<file path="src/rtl/dcr_pkg.sv">
package dcr_pkg;
  typedef enum logic [1:0] {PH_IDLE, PH_FETCH, PH_MRD, PH_MWR} phase_e;
  localparam int FLAG_W = 8;
  localparam int FL_S   = 7;
  localparam int FL_Z   = 6;
  localparam int FL_AC  = 4;
  localparam int FL_P   = 2;
  localparam logic [FLAG_W-1:0] FL_KEEP = 8'h2B;
  localparam logic [2:0] DST_MEM = 3'b110;
endpackage

</file>
<file path="src/rtl/dcr_decode.sv">
module dcr_decode (
  input  logic [7:0] opcode,
  output logic       legal,
  output logic [2:0] dst,
  output logic       is_mem
);
  always_comb begin
    legal  = (opcode[7:6] == 2'b00) && (opcode[2:0] == 3'b101);
    dst    = opcode[5:3];
    is_mem = (opcode[5:3] == dcr_pkg::DST_MEM);
  end
endmodule

</file>
<file path="src/rtl/dcr_alu.sv">
module dcr_alu #(
  parameter int DATA_W = 8
) (
  input  logic [DATA_W-1:0] operand,
  output logic [DATA_W-1:0] result,
  output logic              sgn,
  output logic              zero,
  output logic              par,
  output logic              aux
);
  logic [DATA_W:0] sum;
  logic [4:0]      nib;
  always_comb begin
    // add the two's complement of one
    sum    = {1'b0, operand} + {1'b0, {DATA_W{1'b1}}};
    result = sum[DATA_W-1:0];
    nib    = {1'b0, operand[3:0]} + 5'h0F;
    aux    = nib[4];
    sgn    = result[DATA_W-1];
    zero   = (result == '0);
    par    = ~^result;
  end
endmodule

</file>
<file path="src/rtl/dcr_seq.sv">
module dcr_seq #(
  parameter int FETCH_T = 4,
  parameter int MEM_T   = 3
) (
  input  logic            clk,
  input  logic            rst,
  input  logic            go,
  input  logic            mem_form,
  output dcr_pkg::phase_e phase,
  output logic            fetch_cap,
  output logic            fetch_last,
  output logic            rd_last,
  output logic            wr_last
);
  import dcr_pkg::*;
  localparam int TMAX = (FETCH_T > MEM_T) ? FETCH_T : MEM_T;
  localparam int TW   = $clog2(TMAX + 1);
  localparam logic [TW-1:0] T_F   = TW'(FETCH_T);
  localparam logic [TW-1:0] T_FC  = TW'(FETCH_T - 1);
  localparam logic [TW-1:0] T_M   = TW'(MEM_T);
  localparam logic [TW-1:0] T_ONE = TW'(1);

  phase_e        ph_q, ph_d;
  logic [TW-1:0] t_q, t_d;

  always_comb begin
    ph_d = ph_q;
    t_d  = t_q;
    unique case (ph_q)
      PH_IDLE: if (go) begin ph_d = PH_FETCH; t_d = T_ONE; end
      PH_FETCH: begin
        if (t_q == T_F) begin
          ph_d = mem_form ? PH_MRD : PH_IDLE;
          t_d  = mem_form ? T_ONE : '0;
        end else t_d = t_q + T_ONE;
      end
      PH_MRD: begin
        if (t_q == T_M) begin ph_d = PH_MWR; t_d = T_ONE; end
        else t_d = t_q + T_ONE;
      end
      PH_MWR: begin
        if (t_q == T_M) begin ph_d = PH_IDLE; t_d = '0; end
        else t_d = t_q + T_ONE;
      end
      default: begin ph_d = PH_IDLE; t_d = '0; end
    endcase
  end

  always_ff @(posedge clk) begin
    if (rst) begin
      ph_q <= PH_IDLE;
      t_q  <= '0;
    end else begin
      ph_q <= ph_d;
      t_q  <= t_d;
    end
  end

  assign phase      = ph_q;
  assign fetch_cap  = (ph_q == PH_FETCH) && (t_q == T_FC);
  assign fetch_last = (ph_q == PH_FETCH) && (t_q == T_F);
  assign rd_last    = (ph_q == PH_MRD)   && (t_q == T_M);
  assign wr_last    = (ph_q == PH_MWR)   && (t_q == T_M);
endmodule

</file>
<file path="src/rtl/dcr_unit.sv">
module dcr_unit #(
  parameter int DATA_W  = 8,
  parameter int ADDR_W  = 16,
  parameter int RSEL_W  = 3,
  parameter int FETCH_T = 4,
  parameter int MEM_T   = 3
) (
  input  logic              clk,
  input  logic              rst,
  input  logic              start,
  input  logic [7:0]        opcode,
  input  logic [ADDR_W-1:0] hl,
  output logic [RSEL_W-1:0] rf_raddr,
  input  logic [DATA_W-1:0] rf_rdata,
  output logic              rf_we,
  output logic [RSEL_W-1:0] rf_waddr,
  output logic [DATA_W-1:0] rf_wdata,
  output logic [ADDR_W-1:0] mem_addr,
  output logic              mem_rd,
  input  logic [DATA_W-1:0] mem_rdata,
  output logic              mem_wr,
  output logic [DATA_W-1:0] mem_wdata,
  input  logic [7:0]        flag_in,
  output logic              flag_we,
  output logic [7:0]        flag_out,
  output logic              busy,
  output logic              done,
  output logic              illegal
);
  import dcr_pkg::*;

  logic        dec_legal, dec_mem;
  logic [2:0]  dec_dst;
  phase_e      phase;
  logic        fetch_cap, fetch_last, rd_last, wr_last;
  logic        accept, go;
  logic [RSEL_W-1:0] dst_q;
  logic        mem_q;
  logic [ADDR_W-1:0] hl_q;
  logic [DATA_W-1:0] op_q;
  logic [DATA_W-1:0] res;
  logic        f_s, f_z, f_p, f_ac;
  logic        done_q, ill_q;

  dcr_decode u_dec (
    .opcode (opcode),
    .legal  (dec_legal),
    .dst    (dec_dst),
    .is_mem (dec_mem)
  );

  assign accept = start && (phase == PH_IDLE);
  assign go     = accept && dec_legal;

  dcr_seq #(.FETCH_T(FETCH_T), .MEM_T(MEM_T)) u_seq (
    .clk        (clk),
    .rst        (rst),
    .go         (go),
    .mem_form   (dec_mem && go ? 1'b1 : mem_q),
    .phase      (phase),
    .fetch_cap  (fetch_cap),
    .fetch_last (fetch_last),
    .rd_last    (rd_last),
    .wr_last    (wr_last)
  );

  dcr_alu #(.DATA_W(DATA_W)) u_alu (
    .operand (op_q),
    .result  (res),
    .sgn     (f_s),
    .zero    (f_z),
    .par     (f_p),
    .aux     (f_ac)
  );

  always_ff @(posedge clk) begin
    if (rst) begin
      dst_q  <= '0;
      mem_q  <= 1'b0;
      hl_q   <= '0;
      op_q   <= '0;
      done_q <= 1'b0;
      ill_q  <= 1'b0;
    end else begin
      if (go) begin
        dst_q <= RSEL_W'(dec_dst);
        mem_q <= dec_mem;
        hl_q  <= hl;
      end
      if (fetch_cap && !mem_q) op_q <= rf_rdata;
      if (rd_last)             op_q <= mem_rdata;
      done_q <= flag_we;
      ill_q  <= accept && !dec_legal;
    end
  end

  always_comb begin
    rf_raddr  = dst_q;
    rf_waddr  = dst_q;
    rf_we     = fetch_last && !mem_q;
    rf_wdata  = res;
    mem_rd    = (phase == PH_MRD);
    mem_wr    = (phase == PH_MWR);
    mem_addr  = (mem_rd || mem_wr) ? hl_q : '0;
    mem_wdata = res;
    flag_we   = rf_we || wr_last;
    flag_out  = flag_in & FL_KEEP;
    flag_out[FL_S]  = f_s;
    flag_out[FL_Z]  = f_z;
    flag_out[FL_AC] = f_ac;
    flag_out[FL_P]  = f_p;
    busy      = (phase != PH_IDLE);
    done      = done_q;
    illegal   = ill_q;
  end
endmodule

</file>
<file path="config.mk">
export PLATFORM = sky130hd
export DESIGN_NAME = dcr_unit
export DESIGN_NICKNAME = d
export VERILOG_FILES = /design/src/rtl/dcr_pkg.sv /design/src/rtl/dcr_decode.sv /design/src/rtl/dcr_alu.sv /design/src/rtl/dcr_seq.sv /design/src/rtl/dcr_unit.sv
export SDC_FILE = /design/constraint.sdc
export NUM_CORES = 1
export LEC_CHECK = 0
export ABC_AREA = 1
export BUFFER_PORTS_ARGS = -buffer_cell sky130_fd_sc_hd__buf_4
export CELL_PAD_IN_SITES_DETAIL_PLACEMENT = 1
export CELL_PAD_IN_SITES_GLOBAL_PLACEMENT = 1
export CORE_MARGIN = 3
export CORE_UTILIZATION = 34
export CTS_CLUSTER_SIZE = 24
export DETAILED_ROUTE_END_ITERATION = 10
export PLACE_DENSITY_LB_ADDON = 0.1
export SLEW_MARGIN = 20
export SYNTH_ARGS = -nofsm -noshare
export SYNTH_HDL_FRONTEND = slang
export SYNTH_SLANG_ARGS = --single-unit
export TNS_END_PERCENT = 30
</file>
<file path="constraint.sdc">
create_clock -name clk -period 7.21 [get_ports clk]
set_input_delay 1.442 -clock clk [delete_from_list [all_inputs] [get_ports clk]]
set_output_delay 1.442 -clock clk [all_outputs]
set_load 0.01 [all_outputs]
</file>
==> summary.md <==
| Metric | Value |
|---|---|
| Max_cap viols | 0 |
| Input/output buffers | 91 |
| Row cnt | 28 |
| Total congestion overflow | 0 |
| Cells along the critical path | inv_1 -> ha_1 -> nand4_1 -> xor2_1 -> inv_1 -> ha_1 -> xnor2_1 -> xnor2_1 -> xor2_1 -> buf_4 |
| Critical R2R Capture | op_q[6] |
| Fin crit period | 3.87 ns |
| Largest net degree at the start of global routing | 27 |
| Sequential-to-total area share from yosys stat | 0.319 |
| Simple-Gate Fraction of Synth Area | 0.280 |
| DR DRC count | 0 |
| Post-synth ARST share | 0 |
| H-tree Lvls | 2 |
| Via density | 4.51 |
| Final antenna-violating net count | 0 |
| Final setup violation count | 0 |
| Initial Util | 0.360 |
| Reg area | 701 µm² |
| Vias in the first global route | 2,048 |
| Clock latency on the worst-skew pair | 0.29 ns |
| First-pass DRT Iterations | 4 |
| CP required | 5.77 ns |
| Final hold violations | 0 |
| Top Family by Delay on Critical Path | XOR/XNOR gates |
| Synth Area in Compound Gates | 0.115 |
| Largest family of logic cells by synthesized area | simple AND/OR/NAND/NOR gates |
| Top-count cell post-synth | nand2_1 |
| CP Depth | 10 |
| Fillers | 787 |
| Die Wd | 86.4 µm |
| Yosys cell types | 33 |
| Nets | 440 |
| Slew @ Worst Pin | 0.924 ns |
| Vias | 2,056 |
| Primary FF master, synth | dfxtp_1 |
| Worst Setup End Kind | primary output |
| RSZ-0062 raised after global routing | no |
| First-pass GRT wire length | 9610 µm |
| Clock skew | 0.00999 ns |
| Post-CTS setup buffers | 0 |
| CP peak stage delay | 0.39 ns |
| R2R setup slack | 5.31 ns |
| Syn avg cell area | 7.08 µm² |
| Die height | 86.4 µm |
| Clock buffer depth | 2 |
| Clock root cell | clkbuf_8 |
| Worst Hold Class | register to register |
| Critical Path Source Type | register |
| CTS hold repair buffers | 0 |
| Achievable Freq | 0.259 GHz |
| I/O Pins | 104 |
| Post-Place Worst Slack | 3.61 ns |
| Crit-path max FO | 5 |
| Ratio of cells with drive above 1 in the final layout | 0.341 |
| Max IR drop VDD | 0.000109 V |
| All-layer global routing usage | 0.159 |
| Post-Syn Nets | 370 |
| Cell area after synthesis | 2200 µm² |
| Slowest CP cell | dfxtp_1 |
| Dpl hpwl | 4380 µm |
| Routed length per instance | 12.4 µm |
| P&R area growth vs syn | 30.8% |
| Clock tree from TritonCTS | yes |
| Initial antenna violation count | 0 |
| Adder-cell share of the synthesized area | 0.0513 |
| Post-synth top area cell | dfxtp_1 |
| Worst path bufs/invs | 3 |
| Final WS setup | 3.34 ns |
| Die Area | 7460 µm² |
| Mux cell area share after synthesis | 0 |
| Initial DRC Count | 47 |
| Pwr/cell area | 143 nW/µm² |
| Critical Path Source | op_q[0] |
| Multi-input logic area | 1070 µm² |
| Core Box Area | 6100 µm² |
| Area contributors post-synth | dfxtp_1, nand2_1, inv_1 |
| Xor/xnor cell area share of the yosys netlist | 0.0439 |
| Ant. Diodes | 0 |
| CP Capture Point | flag_out[2] |
| CP Class | register to primary output |
| Slew Limit Fails | 0 |
| Yosys warns | 0 |
| Crit path arrival time | 2.42 ns |
| Lkg Pwr | 1.48 nW |
| Placer Congestion | 0.741 |
| Synth Instances | 310 |
| Relative max-transition margin | 0.383 |
| Tcrit/Tclk final | 0.536 |
| CTS Buf Count | 5 |
| Setup TNS | 0 ns |
| Clock sink count | 35 |
| Post-synth top area share | 0.319 |
| FF-to-FF path depth | 7 |
| Synth Register Bits | 35 |
| EDFF count, synth | 0 |
| Worst-path clk slew | 0.08 ns |
| Commonest cells in the netlist | nand2_1, inv_1, dfxtp_1, nor2_1, o21ai_0 |
| Post-Route WL | 5640 µm |
| Post_cts resized | 0 |
| Status | finished clean |
## layout by cell type (no fill, tap or decap), types with 3 or more instances in the layout
master    instances
a21oi_1          12
a21oi_2           7
buf_4            91
clkbuf_8          5
dfxtp_1          35
ha_1              9
inv_1            47
nand2_1          66
nand3_1           7
nor2_1           34
nor2_2           10
nor2_4            3
o21ai_0          21
xnor2_1           5
xor2_1            6
## worst min path at each step
stage          startpoint    end  slack, ns  cells past startpoint
2_1_floorplan       mem_q  mem_q       0.44                      2
3_3_place_gp        mem_q  mem_q       0.45                      2
3_5_place_dp        mem_q  mem_q       0.46                      2
4_1_cts             mem_q  mem_q       0.47                      2
5_1_grt             mem_q  mem_q       0.50                      2
6_report            mem_q  mem_q       0.47                      2
## tightest hold or removal path, delay by kind of cell (launching register included)
kind / cells / cell delay (ns)
AO/OA/AOI/OAI: 1 / 0.05
flip-flops: 1 / 0.32
AND/OR/NAND/NOR: 1 / 0.06
## routing by layer
layer	part of all wire	GRT usage	vias to the layer above
met5	0	0	-
met4	0.0082	0.0297	0
met3	0.070	0.0418	7
met2	0.47	0.256	56
met1	0.45	0.216	930
li1	-	-	1063
## power breakdown
part	total [W]	leakage, nW	switching (W)	internal (W)
logic	0.0000352	1.14	0.0000150	0.0000202
clock network	0.000180	0.0581	0.0000768	0.000103
registers	0.000196	0.282	0.00000114	0.000195
## stage by stage
stage,total power [W],instances,hold WS (ns),area [µm²],util
final,0.000411,456,0.473,2870,0.471
after global routing,0.000432,456,0.503,2870,0.471
after floorplan,0.000217,310,0.439,2200,-
after global placement,0.000236,448,0.450,2760,0.453
after detailed placement,0.000236,448,0.461,2760,0.453
after CTS,0.000416,456,0.473,2870,0.471
## cell type report
class,count,share of cell area
Timing Repair Buffer,91,0.238
Sequential cell,35,0.244
Multi-Input combinational cell,195,0.374
Clock inverter,3,0.0153
Clock buffer,5,0.0240
Tap cell,75,0.0327
Inverter,52,0.0719
## logic make-up (layout without fill, tap and decap cells)
family / Yosys count / after routing
simple gates: 131 / 131
buf+inv: 80 / 151
compound gates: 44 / 44
flops: 35 / 35
xor+xnor: 11 / 11
fa+ha+maj: 9 / 9
## registers in the layout, indices dropped and copies added, names as in the netlist, named ones only
signal	flops
hl_q	16
op_q	8
rf_raddr	3
u_seq.t_q	3
done	1
illegal	1
mem_q	1
u_seq.phase	1
Power figures use the tool's default switching activity.
